File: config.mk
export PLATFORM = sky130hd
export DESIGN_NAME = xfer_trace_stack
export DESIGN_NICKNAME = d
export VERILOG_FILES = /design/src/rtl/xts_pkg.sv /design/src/rtl/xts_ctrl.sv /design/src/rtl/xts_ring.sv /design/src/rtl/xts_regif.sv /design/src/rtl/xfer_trace_stack.sv
export SDC_FILE = /design/constraint.sdc
export NUM_CORES = 1
export LEC_CHECK = 0
export ABC_AREA = 1
export BUFFER_PORTS_ARGS = -buffer_cell sky130_fd_sc_hd__buf_2
export CAP_MARGIN = 20
export CORE_MARGIN = 3
export CORE_UTILIZATION = 30
export DETAILED_ROUTE_END_ITERATION = 8
export GPL_ROUTABILITY_DRIVEN = 1
export PLACE_DENSITY = 0.46
export SETUP_SLACK_MARGIN = 0.4
export SYNTH_ARGS = -nofsm -noshare
export SYNTH_HDL_FRONTEND = slang
export SYNTH_SLANG_ARGS = --single-unit
File: constraint.sdc
create_clock -name clk -period 3.79 [get_ports clk]
set_clock_uncertainty 0.05 [all_clocks]
set_input_delay 0.9475 -clock clk [delete_from_list [all_inputs] [get_ports clk]]
set_output_delay 0.9475 -clock clk [all_outputs]
set_load 0.01 [all_outputs]
File: src/rtl/xts_pkg.sv
package xts_pkg;

    typedef enum logic [1:0] {
        XK_BRANCH = 2'd0,
        XK_IRQ    = 2'd1,
        XK_EXC    = 2'd2,
        XK_DBG    = 2'd3
    } xfer_kind_e;

    typedef enum logic {
        ST_OFF = 1'b0,
        ST_REC = 1'b1
    } rec_state_e;

    // upper two address bits select the entry windows
    localparam logic [1:0] WIN_FROM = 2'b10;
    localparam logic [1:0] WIN_TO   = 2'b11;

endpackage

File: src/rtl/xts_ctrl.sv
module xts_ctrl
    import xts_pkg::*;
(
    input  logic clk,
    input  logic rst_n,
    input  logic sw_ctrl_wr,
    input  logic sw_ctrl_en,
    input  logic dbg_hit,
    output logic rec_en
);

    rec_state_e state_q;
    rec_state_e state_d;

    always_ff @(posedge clk or negedge rst_n) begin
        if (!rst_n) begin
            state_q <= ST_OFF;
        end else begin
            state_q <= state_d;
        end
    end

    always_comb begin
        state_d = state_q;
        unique case (state_q)
            ST_OFF: begin
                // T_ARM, suppressed by a concurrent debug exception
                if (sw_ctrl_wr && sw_ctrl_en && !dbg_hit) begin
                    state_d = ST_REC;
                end
            end
            ST_REC: begin
                if (dbg_hit) begin
                    state_d = ST_OFF;              // T_DBG_HALT
                end else if (sw_ctrl_wr && !sw_ctrl_en) begin
                    state_d = ST_OFF;              // T_DISARM
                end
            end
            default: state_d = ST_OFF;
        endcase
    end

    always_comb begin
        rec_en = (state_q == ST_REC);
    end

endmodule

File: src/rtl/xts_ring.sv
module xts_ring #(
    parameter int DEPTH = 8,
    parameter int PC_W  = 32,
    parameter int PW    = $clog2(DEPTH)
) (
    input  logic            clk,
    input  logic            rst_n,
    input  logic            push,
    input  logic [PC_W-1:0] push_from,
    input  logic [PC_W-1:0] push_to,
    input  logic [PW-1:0]   rd_back,
    output logic [PW-1:0]   tos,
    output logic [PC_W-1:0] rd_from,
    output logic [PC_W-1:0] rd_to
);

    logic [PW-1:0]   tos_q;
    logic [PW-1:0]   tos_nxt;
    logic [PW-1:0]   rd_slot;
    logic [PC_W-1:0] from_mem [DEPTH];
    logic [PC_W-1:0] to_mem   [DEPTH];

    assign tos_nxt = tos_q + 1'b1;

    always_ff @(posedge clk or negedge rst_n) begin
        if (!rst_n) begin
            tos_q <= '0;
            for (int s = 0; s < DEPTH; s++) begin
                from_mem[s] <= '0;
                to_mem[s]   <= '0;
            end
        end else if (push) begin
            tos_q <= tos_nxt;
            for (int s = 0; s < DEPTH; s++) begin
                if (tos_nxt == PW'(s)) begin
                    from_mem[s] <= push_from;
                    to_mem[s]   <= push_to;
                end
            end
        end
    end

    // lookback: ring size is a power of two, so the subtraction wraps
    assign rd_slot = tos_q - rd_back;
    assign rd_from = from_mem[rd_slot];
    assign rd_to   = to_mem[rd_slot];
    assign tos     = tos_q;

endmodule

File: src/rtl/xts_regif.sv
module xts_regif
    import xts_pkg::*;
#(
    parameter int DEPTH  = 8,
    parameter int PC_W   = 32,
    parameter int PW     = $clog2(DEPTH),
    parameter int ADDR_W = PW + 2
) (
    input  logic [ADDR_W-1:0] reg_addr,
    input  logic              reg_wr,
    input  logic [PC_W-1:0]   reg_wdata,
    input  logic              rec_en,
    input  logic [PW-1:0]     tos,
    input  logic [PC_W-1:0]   rd_from,
    input  logic [PC_W-1:0]   rd_to,
    output logic              sw_ctrl_wr,
    output logic              sw_ctrl_en,
    output logic [PW-1:0]     rd_back,
    output logic [PC_W-1:0]   reg_rdata
);

    localparam logic [ADDR_W-1:0] A_CTRL = ADDR_W'(0);
    localparam logic [ADDR_W-1:0] A_TOS  = ADDR_W'(1);

    logic [1:0] win;

    assign win        = reg_addr[ADDR_W-1 -: 2];
    assign rd_back    = reg_addr[PW-1:0];
    assign sw_ctrl_wr = reg_wr && (reg_addr == A_CTRL);
    assign sw_ctrl_en = reg_wdata[0];

    always_comb begin
        reg_rdata = '0;
        if (win == WIN_FROM) begin
            reg_rdata = rd_from;
        end else if (win == WIN_TO) begin
            reg_rdata = rd_to;
        end else if (reg_addr == A_CTRL) begin
            reg_rdata[0] = rec_en;
        end else if (reg_addr == A_TOS) begin
            reg_rdata[PW-1:0] = tos;
        end
    end

endmodule

File: src/rtl/xfer_trace_stack.sv
module xfer_trace_stack
    import xts_pkg::*;
#(
    parameter int DEPTH  = 8,
    parameter int PC_W   = 32,
    parameter int ADDR_W = $clog2(DEPTH) + 2
) (
    input  logic              clk,
    input  logic              rst_n,
    input  logic              evt_valid,
    input  logic [1:0]        evt_kind,
    input  logic [PC_W-1:0]   evt_from,
    input  logic [PC_W-1:0]   evt_to,
    input  logic              reg_wr,
    input  logic [ADDR_W-1:0] reg_addr,
    input  logic [PC_W-1:0]   reg_wdata,
    output logic [PC_W-1:0]   reg_rdata
);

    localparam int PW = $clog2(DEPTH);

    xfer_kind_e      kind;
    logic            dbg_hit;
    logic            push;
    logic            rec_en;
    logic            sw_ctrl_wr;
    logic            sw_ctrl_en;
    logic [PW-1:0]   rd_back;
    logic [PW-1:0]   tos_q;
    logic [PC_W-1:0] rd_from;
    logic [PC_W-1:0] rd_to;

    assign kind    = xfer_kind_e'(evt_kind);
    assign dbg_hit = evt_valid && (kind == XK_DBG);
    assign push    = evt_valid && rec_en && (kind != XK_DBG);

    xts_ctrl u_ctrl (
        .clk        (clk),
        .rst_n      (rst_n),
        .sw_ctrl_wr (sw_ctrl_wr),
        .sw_ctrl_en (sw_ctrl_en),
        .dbg_hit    (dbg_hit),
        .rec_en     (rec_en)
    );

    xts_ring #(.DEPTH(DEPTH), .PC_W(PC_W), .PW(PW)) u_ring (
        .clk       (clk),
        .rst_n     (rst_n),
        .push      (push),
        .push_from (evt_from),
        .push_to   (evt_to),
        .rd_back   (rd_back),
        .tos       (tos_q),
        .rd_from   (rd_from),
        .rd_to     (rd_to)
    );

    xts_regif #(.DEPTH(DEPTH), .PC_W(PC_W), .PW(PW), .ADDR_W(ADDR_W)) u_regif (
        .reg_addr   (reg_addr),
        .reg_wr     (reg_wr),
        .reg_wdata  (reg_wdata),
        .rec_en     (rec_en),
        .tos        (tos_q),
        .rd_from    (rd_from),
        .rd_to      (rd_to),
        .sw_ctrl_wr (sw_ctrl_wr),
        .sw_ctrl_en (sw_ctrl_en),
        .rd_back    (rd_back),
        .reg_rdata  (reg_rdata)
    );

endmodule

==> metrics.yaml, run 1 <==
status:
  status: "complete, but fails checks"
  violations: "negative setup slack"
worst_setup_path:
  worst-path-buf-inv: 7
  cpMostUsedCell: "buf_6"
  reg2reg_to: "u_ring.to_mem[157]"
  crit_path_max_fanout: 6
  crit_type: "in -> out"
  cp-end-kind: "primary output"
  crit_required_ns: 2.79
  cp_top_family: "buffers and inverters"
  r2r_start: "u_ring.tos[0]"
  cp_slowest_cell: "fa_4"
  worstPathCellList: "buf_2 > ha_4 > inv_2 > fa_4 > buf_6 > buf_6 > buf_16 > buf_6 > nor2_1 > o21ai_0 > nand3_1 > nand3_4 > nand2_4 > buf_6"
  critPathMaxStageDelay_ns: 0.69
  startpoint_type: "primary input"
  ff2ff_setup_slack_ns: 1.12
  r2r_cells: 9
  crit_arrival_ns: 3.21
detailed_routing:
  postRouteAntennaNets: 0
  wl_mm: 76.4
  post_drt_wl_per_cell_um: 18.6
  drtIter0Drc: 1813
  vias: 20000
  dr.pass1.iters: 5
  route.detailed.drc: 0
  avgViaCountPerCell: 4.89
timing:
  period_needed_ns: 4.21
  finalSetupViolCount: 32
  period_share_pct: 111
  hold_viol: 0
  setup_ws_ns: -0.420
  rsz0062_at_grt: "true"
  relSlewSlack_pct: 27.8
  tightest_slew_ns: 1.08
  fmax_mhz: 238
  slew_viol_final: 0
floorplan:
  io_pins: 139
  initial_core_util_pct: 30.6
  die_w_um: 286
  die_h_um: 286
  num_rows: 101
  core_region_area_um2: 76700
  die_area_um2: 81700
clock_network:
  clock_latency_ns: 0.62
  cts_htree_levels: 2
  root_buffer: "clkbuf_16"
  cts_buffer_depth: 3
  clkTransAtPathRegs_ns: 0.06
  cts.sinks: 516
  cts_tree: "yes"
  cts_made_buffers: 58
grt:
  grt_first_pass_wirelength_mm: 119
  antenna_found_initial: 0
  grt.overflow.total: 0
  grt_usage_pct: 18.7
  grt_max_degree: 87
  first_global_vias: 19300
place:
  place.detailed.hpwl_mm: 44.9
  post-place-cells: 3973
  place.gp.congestion: 0.762
  io_buffers: 107
  placed_area_um2: 26100
power_and_ir_drop:
  ir_worst_vdd_uv: 402
  clockPowerShare_pct: 20.9
  intPower_mw: 17.0
  p_comb_share_pct: 46.2
  swShare_pct: 38.5
  power.switching_mw: 10.7
  power_density_nw_per_um2: 953
  p_leak_nw: 13.6
  sequentialPowerShare_pct: 32.9
layout:
  antenna_cells: 0
  fillers: 7783
  nNetsFinal: 3141
  multi_input_area_um2: 9640
  final_area_um2: 29100
  fin_cells: 4097
  regArea_um2: 12900
  layout-drive-gt1-share_pct: 15.0
  layout-area-overhead-vs-synth_pct: 23.8
synthesis:
  synth-seq-cells: 516
  syn-cell-area_um2: 23500
  synth_top_area_cell: "dfrtp_1"
  yosys_warnings: 0
  netlist.area_leader.share_pct: 55.0
  synth_cells: 2928
  synth.area.top_cells: "dfrtp_1 (55%), o21ai_0 (10%), nand2_1 (10%)"
  yosysSeqAreaShare_pct: 55.0
  ys_types: 20
  synth_area_per_cell_um2: 8.02
  syn_nets: 3042
flow_run:
  cap_violations: 0
min_path:
  worst_hold_path_type: "in -> async"
## layout make-up
type / instances / share of cell area (%)
multi-input combinational: 2071 / 33.2
clock inverter: 12 / 0.637
timing repair inverter: 1 / 0.0387
sequential: 516 / 44.4
clock buffer: 88 / 6.05
tap: 1030 / 4.43
timing repair buffer: 252 / 9.57
inverter: 127 / 1.70
## repair_timing
item,CTS,global route
setup buffers,5,10
gates resized for setup,114,119
endpoints found under the setup margin,32,32
cloned,6,3
hold buffers,0,0
pin swaps,60,64
## cell usage in the layout, fill, tap and decap left out, types with 6 or more instances in the layout
cell / netlist / routed
a21oi_1: 13 / 13
buf_12: 0 / 57
buf_16: 0 / 6
buf_2: 116 / 75
buf_4: 16 / 59
buf_6: 0 / 50
clkbuf_1: 74 / 14
clkbuf_16: 0 / 63
clkbuf_8: 0 / 13
clkinv_2: 0 / 7
dfrtp_1: 516 / 516
inv_1: 126 / 123
nand2_1: 638 / 600
nand2_2: 0 / 27
nand2_4: 0 / 11
nand3_1: 207 / 161
nand3_2: 0 / 39
nand3_4: 0 / 7
nor2_1: 451 / 424
nor2_2: 1 / 22
nor2_4: 0 / 6
o21ai_0: 492 / 420
o21ai_1: 256 / 326
## power groups by stage
stage	Combinational, mW	Clock, mW	Sequential (mW)
final	12.8	5.80	9.11
after detailed placement	11.0	0	9.13
after floorplan	7.02	0	8.83
after CTS	12.2	5.96	9.07
after global routing	14.4	6.18	9.39
after global placement	10.9	0	9.05
## metal layers
metal  global-route usage [%]  up-vias  wire length [µm]
li1                         -     9760                 -
met1                     27.2     9725             37000
met2                     29.8      451             34600
met3                     2.34       80              3510
met4                     3.72        0              1280
met5                        0        -                 0
## worst max path at each step
stage | slack (ns) | startpoint | endpoint | cells after the start
after floorplan | 0.39 | reg_addr[0] | reg_rdata[13] | 11
after detailed placement | -0.47 | reg_addr[0] | reg_rdata[3] | 12
after global placement | -0.48 | reg_addr[0] | reg_rdata[3] | 12
after global routing | -0.50 | u_ring.tos[0] | reg_rdata[15] | 14
final | -0.42 | reg_addr[0] | reg_rdata[15] | 14
after CTS | -0.46 | u_ring.tos[0] | reg_rdata[24] | 13
## registers in the layout, indices dropped and copies added, names as in the netlist
signal,cells
u_ring.from_mem,256
u_ring.to_mem,256
u_ring.tos,3
u_ctrl.rec_en,1
## Yosys cell counts
cell        n
buf_1       8
nand2_1   638
dfrtp_1   516
a21oi_1    13
or2_2       1
nand3_1   207
xor2_1      2
inv_2       1
nor2_1    451
nand4_1     2
buf_2     116
o211a_1     1
inv_1     126
fa_1        1
o21ai_0   492
nor2_2      1
clkbuf_1   74
buf_4      16
o21ai_1   256
ha_1        6
## per-stage QoR
stage / power (mW) / hold WS (ns) / worst slack, ns / util (%) / TNS (ns)
floorplan: 15.9 / 0.398 / 0.393 / - / 0
finish: 27.7 / 0.258 / -0.420 / 37.9 / -11.52
global route: 29.9 / 0.288 / -0.504 / 37.9 / -14.95
detailed placement: 20.2 / 0.418 / -0.470 / 34.0 / -11.99
global placement: 20.0 / 0.411 / -0.480 / 34.0 / -12.21
CTS: 27.2 / 0.256 / -0.462 / 37.3 / -13.53
## kinds of logic (layout without fill, tap and decap cells)
family	after synthesis	count (layout)	share of synthesized area [%]
adders and majority gates	7	7	0.405
buffers and inverters	341	480	6.33
AOI/OAI and AO/OA	762	762	16.3
xor gates and xnor gates	2	2	0.0746
and+or+nand+nor	1300	1300	21.9
DFF	516	516	55.0
Note: power is estimated with default switching activity, not from simulation.
==> inputs of run 2 (changes only) <==
--- a/config.mk
+++ b/config.mk
@@ -13,7 +13,7 @@
 export DETAILED_ROUTE_END_ITERATION = 8
 export GPL_ROUTABILITY_DRIVEN = 1
 export PLACE_DENSITY = 0.46
-export SETUP_SLACK_MARGIN = 0.4
+export SETUP_SLACK_MARGIN = 0.2
 export SYNTH_ARGS = -nofsm -noshare
 export SYNTH_HDL_FRONTEND = slang
 export SYNTH_SLANG_ARGS = --single-unit
==> constraint.sdc (replaced) <==
create_clock -name clk -period 4.4 [get_ports clk]
set_clock_uncertainty 0.05 [all_clocks]
set_input_delay 1.1 -clock clk [delete_from_list [all_inputs] [get_ports clk]]
set_output_delay 1.1 -clock clk [all_outputs]
set_load 0.01 [all_outputs]
==> run 2 against run 1 <==
Compared with the run above: the run still ends with negative setup slack left; critical endpoint is now reg_rdata[16]; first-iteration DRC count increased by 4.5%; largest cell class unchanged; global-route usage increased by 1.2 points; setup slack improved by 0.35 ns; die area unchanged; routed wire length increased by 7.3%; worst hold slack improved by 0.17 ns; sequential power decreased by 14%; register-to-register slack about the same; sequential share of layout area decreased by 0.84 points; clock power decreased by 16%; highest routed layer unchanged; clock-buffer cell count increased by 3.
==> metrics.yaml, run 2 (synthesis gave the netlist of run 1 again) <==
status:
  status: "complete, but fails checks"
  violations: "negative setup slack"
worst_setup_path:
  critPathMaxStageDelay_ns: 0.86  # +0.17 ns
  crit_required_ns: 3.25  # +0.46 ns
  crit_arrival_ns: 3.32  # +0.11 ns
  worstPathCellList: "buf_8 > inv_2 > fa_4 > buf_12 > inv_16 > buf_16 > buf_12 > buf_16 > nor2_4 > o21ai_2 > nand3_1 > nand3_1 > nand2_2 > buf_6"
  worst-path-buf-inv: 8  # +1
  crit_path_max_fanout: 8  # +2
  cp.depth: 14  # unchanged
  cp_top_family: "buffers and inverters"
  r2r_start: "u_ring.tos[0]"
  r2r_cells: 7  # -2
  cp-startpoint: "reg_addr[1]"
  cp_slowest_cell: "fa_4"
  cp-end-kind: "primary output"
  crit_type: "in -> out"
  startpoint_type: "primary input"
place:
  place.gp.congestion: 0.778  # +2.1%
  io_buffers: 107  # unchanged
  place.detailed.hpwl_mm: 49.0  # +9.2%
  dp_slack_ns: -0.263  # +0.207 ns
  placed_area_um2: 26000  # -0.18%
  post-place-cells: 3986  # +0.33%
timing:
  period_needed_ns: 4.47
  rsz0062_at_grt: "true"
  period_share_pct: 102
  relSlewSlack_pct: 32.3  # +4.4 points
  holdWs_ns: 0.429  # +0.171 ns
  setup_ws_ns: -0.0741  # +0.346 ns
  fmax_mhz: 224
  slew_viol_final: 0  # unchanged
  finalSetupViolCount: 14  # -56%
  hold_viol: 0  # unchanged
  tightest_slew_ns: 1.02  # -0.0661 ns
grt:
  antenna_found_initial: 2  # +2
  grt_max_degree: 109  # +25%
  first_global_vias: 19900  # +3.0%
  grt_usage_pct: 19.9  # +1.2 points
  grt.overflow.total: 0  # unchanged
  grt_first_pass_wirelength_mm: 126  # +5.7%
min_path:
  worst_hold_path_type: "reg -> reg"
  min_path_cells: 2
  hold_start: "u_ring.from_mem[255]"
floorplan:
  die_w_um: 286  # unchanged
  initial_core_util_pct: 30.6  # unchanged
  die_h_um: 286  # unchanged
  core_region_area_um2: 76700  # unchanged
  io_pins: 139  # unchanged
  num_rows: 101  # unchanged
  die_area_um2: 81700  # unchanged
detailed_routing:
  postRouteAntennaNets: 0  # unchanged
  drtIter0Drc: 1895  # +4.5%
  vias: 20500  # +2.3%
  dr.pass1.iters: 5  # unchanged
  route.detailed.drc: 0  # unchanged
  avgViaCountPerCell: 4.96  # +1.6%
  wl_mm: 82.0  # +7.3%
  post_drt_wl_per_cell_um: 19.9  # +6.6%
clock_network:
  clkTransAtPathRegs_ns: 0.05  # about the same
  clock_latency_ns: 0.63  # about the same
  cts_made_buffers: 58  # unchanged
  cts_buffer_depth: 3  # unchanged
  root_buffer: "clkbuf_16"
  cts_tree: "yes"
  cts_hold_buf: 0  # unchanged
  cts.sinks: 516  # unchanged
  cts_htree_levels: 2  # unchanged
power_and_ir_drop:
  ir_worst_vdd_uv: 359  # -11%
  power_density_nw_per_um2: 828  # -13%
  p_leak_nw: 13.8  # +1.5%
layout:
  multi_input_area_um2: 9900  # +2.7%
  fillers: 7903  # +1.5%
  final_common_cell: "nand2_1"
  mostFrequentLayoutCells: "nand2_1 (606), dfrtp_1 (516), nor2_1 (395), o21ai_0 (393), o21ai_1 (352)"
  layout-area-overhead-vs-synth_pct: 26.2
  final_area_um2: 29600  # +1.9%
  regArea_um2: 12900  # unchanged
  fin_cells: 4127  # +0.73%
  layout-drive-gt1-share_pct: 17.1  # +2.1 points
  nNetsFinal: 3164  # +0.73%
flow_run:
  cap_violations: 0  # unchanged
[run 2: repair_timing]
action                                 CTS  global route
setup endpoints to repair               32            32
endpoints found under the hold margin    0             0
buffers inserted                        19             1
gates cloned                            11             3
gates resized for setup                191           173
pin swaps                               94            87
[run 2: layer usage]
metal	vias up	global-route usage [%]	part of all wire (%)
li1	9816	-	-
met1	10000	29.0	47
met3	94	2.51	5.0
met5	-	0	0
met2	547	31.9	46
met4	0	3.95	1.9
[run 2: area by class of cell]
| class | count | area share, % |
|---|---|---|
| tap | 1030 | 4.35 |
| multi-input combinational | 2071 | 33.4 |
| timing repair buffer | 276 | 10.5 |
| sequential | 516 | 43.6 |
| inverter | 127 | 1.68 |
| clock inverter | 15 | 0.494 |
| antenna | 1 | 0.00845 |
| clock buffer | 91 | 5.99 |
[run 2: worst paths after layout]
kind / end / slack (ns)
worst max-delay path: reg_rdata[16] / -0.07
worst min-delay path: u_ring.from_mem[255] / 0.43
worst max register to register: u_ring.to_mem[46] / 1.11
worst min register to register: u_ring.from_mem[255] / 0.43
max in group asynchronous: u_ring.from_mem[108] / 2.79
min in group asynchronous: u_ring.from_mem[136] / 0.55
[run 2: power by group]
group          internal [mW]  leakage, nW  switching, mW
combinational           5.19         6.00           6.59
sequential              6.79         6.83           1.09
clock                   2.87        0.953           2.00
[run 2: tightest hold or removal path, cell delays in order, from the launching register on]
cell and delay [ns]:
dfrtp_1 0.33, nand2_1 0.05, o21ai_0 0.06
[run 2: per-stage QoR]
stage                     utilization, %  power (mW)  TNS [ns]
final                               38.6        24.5    -0.414
after global placement              33.9        17.1     -5.43
after CTS                           38.0        24.0     -2.27
after floorplan                        -        13.4         0
after detailed placement            33.9        17.2     -5.47
after global routing                38.6        26.4     -2.06
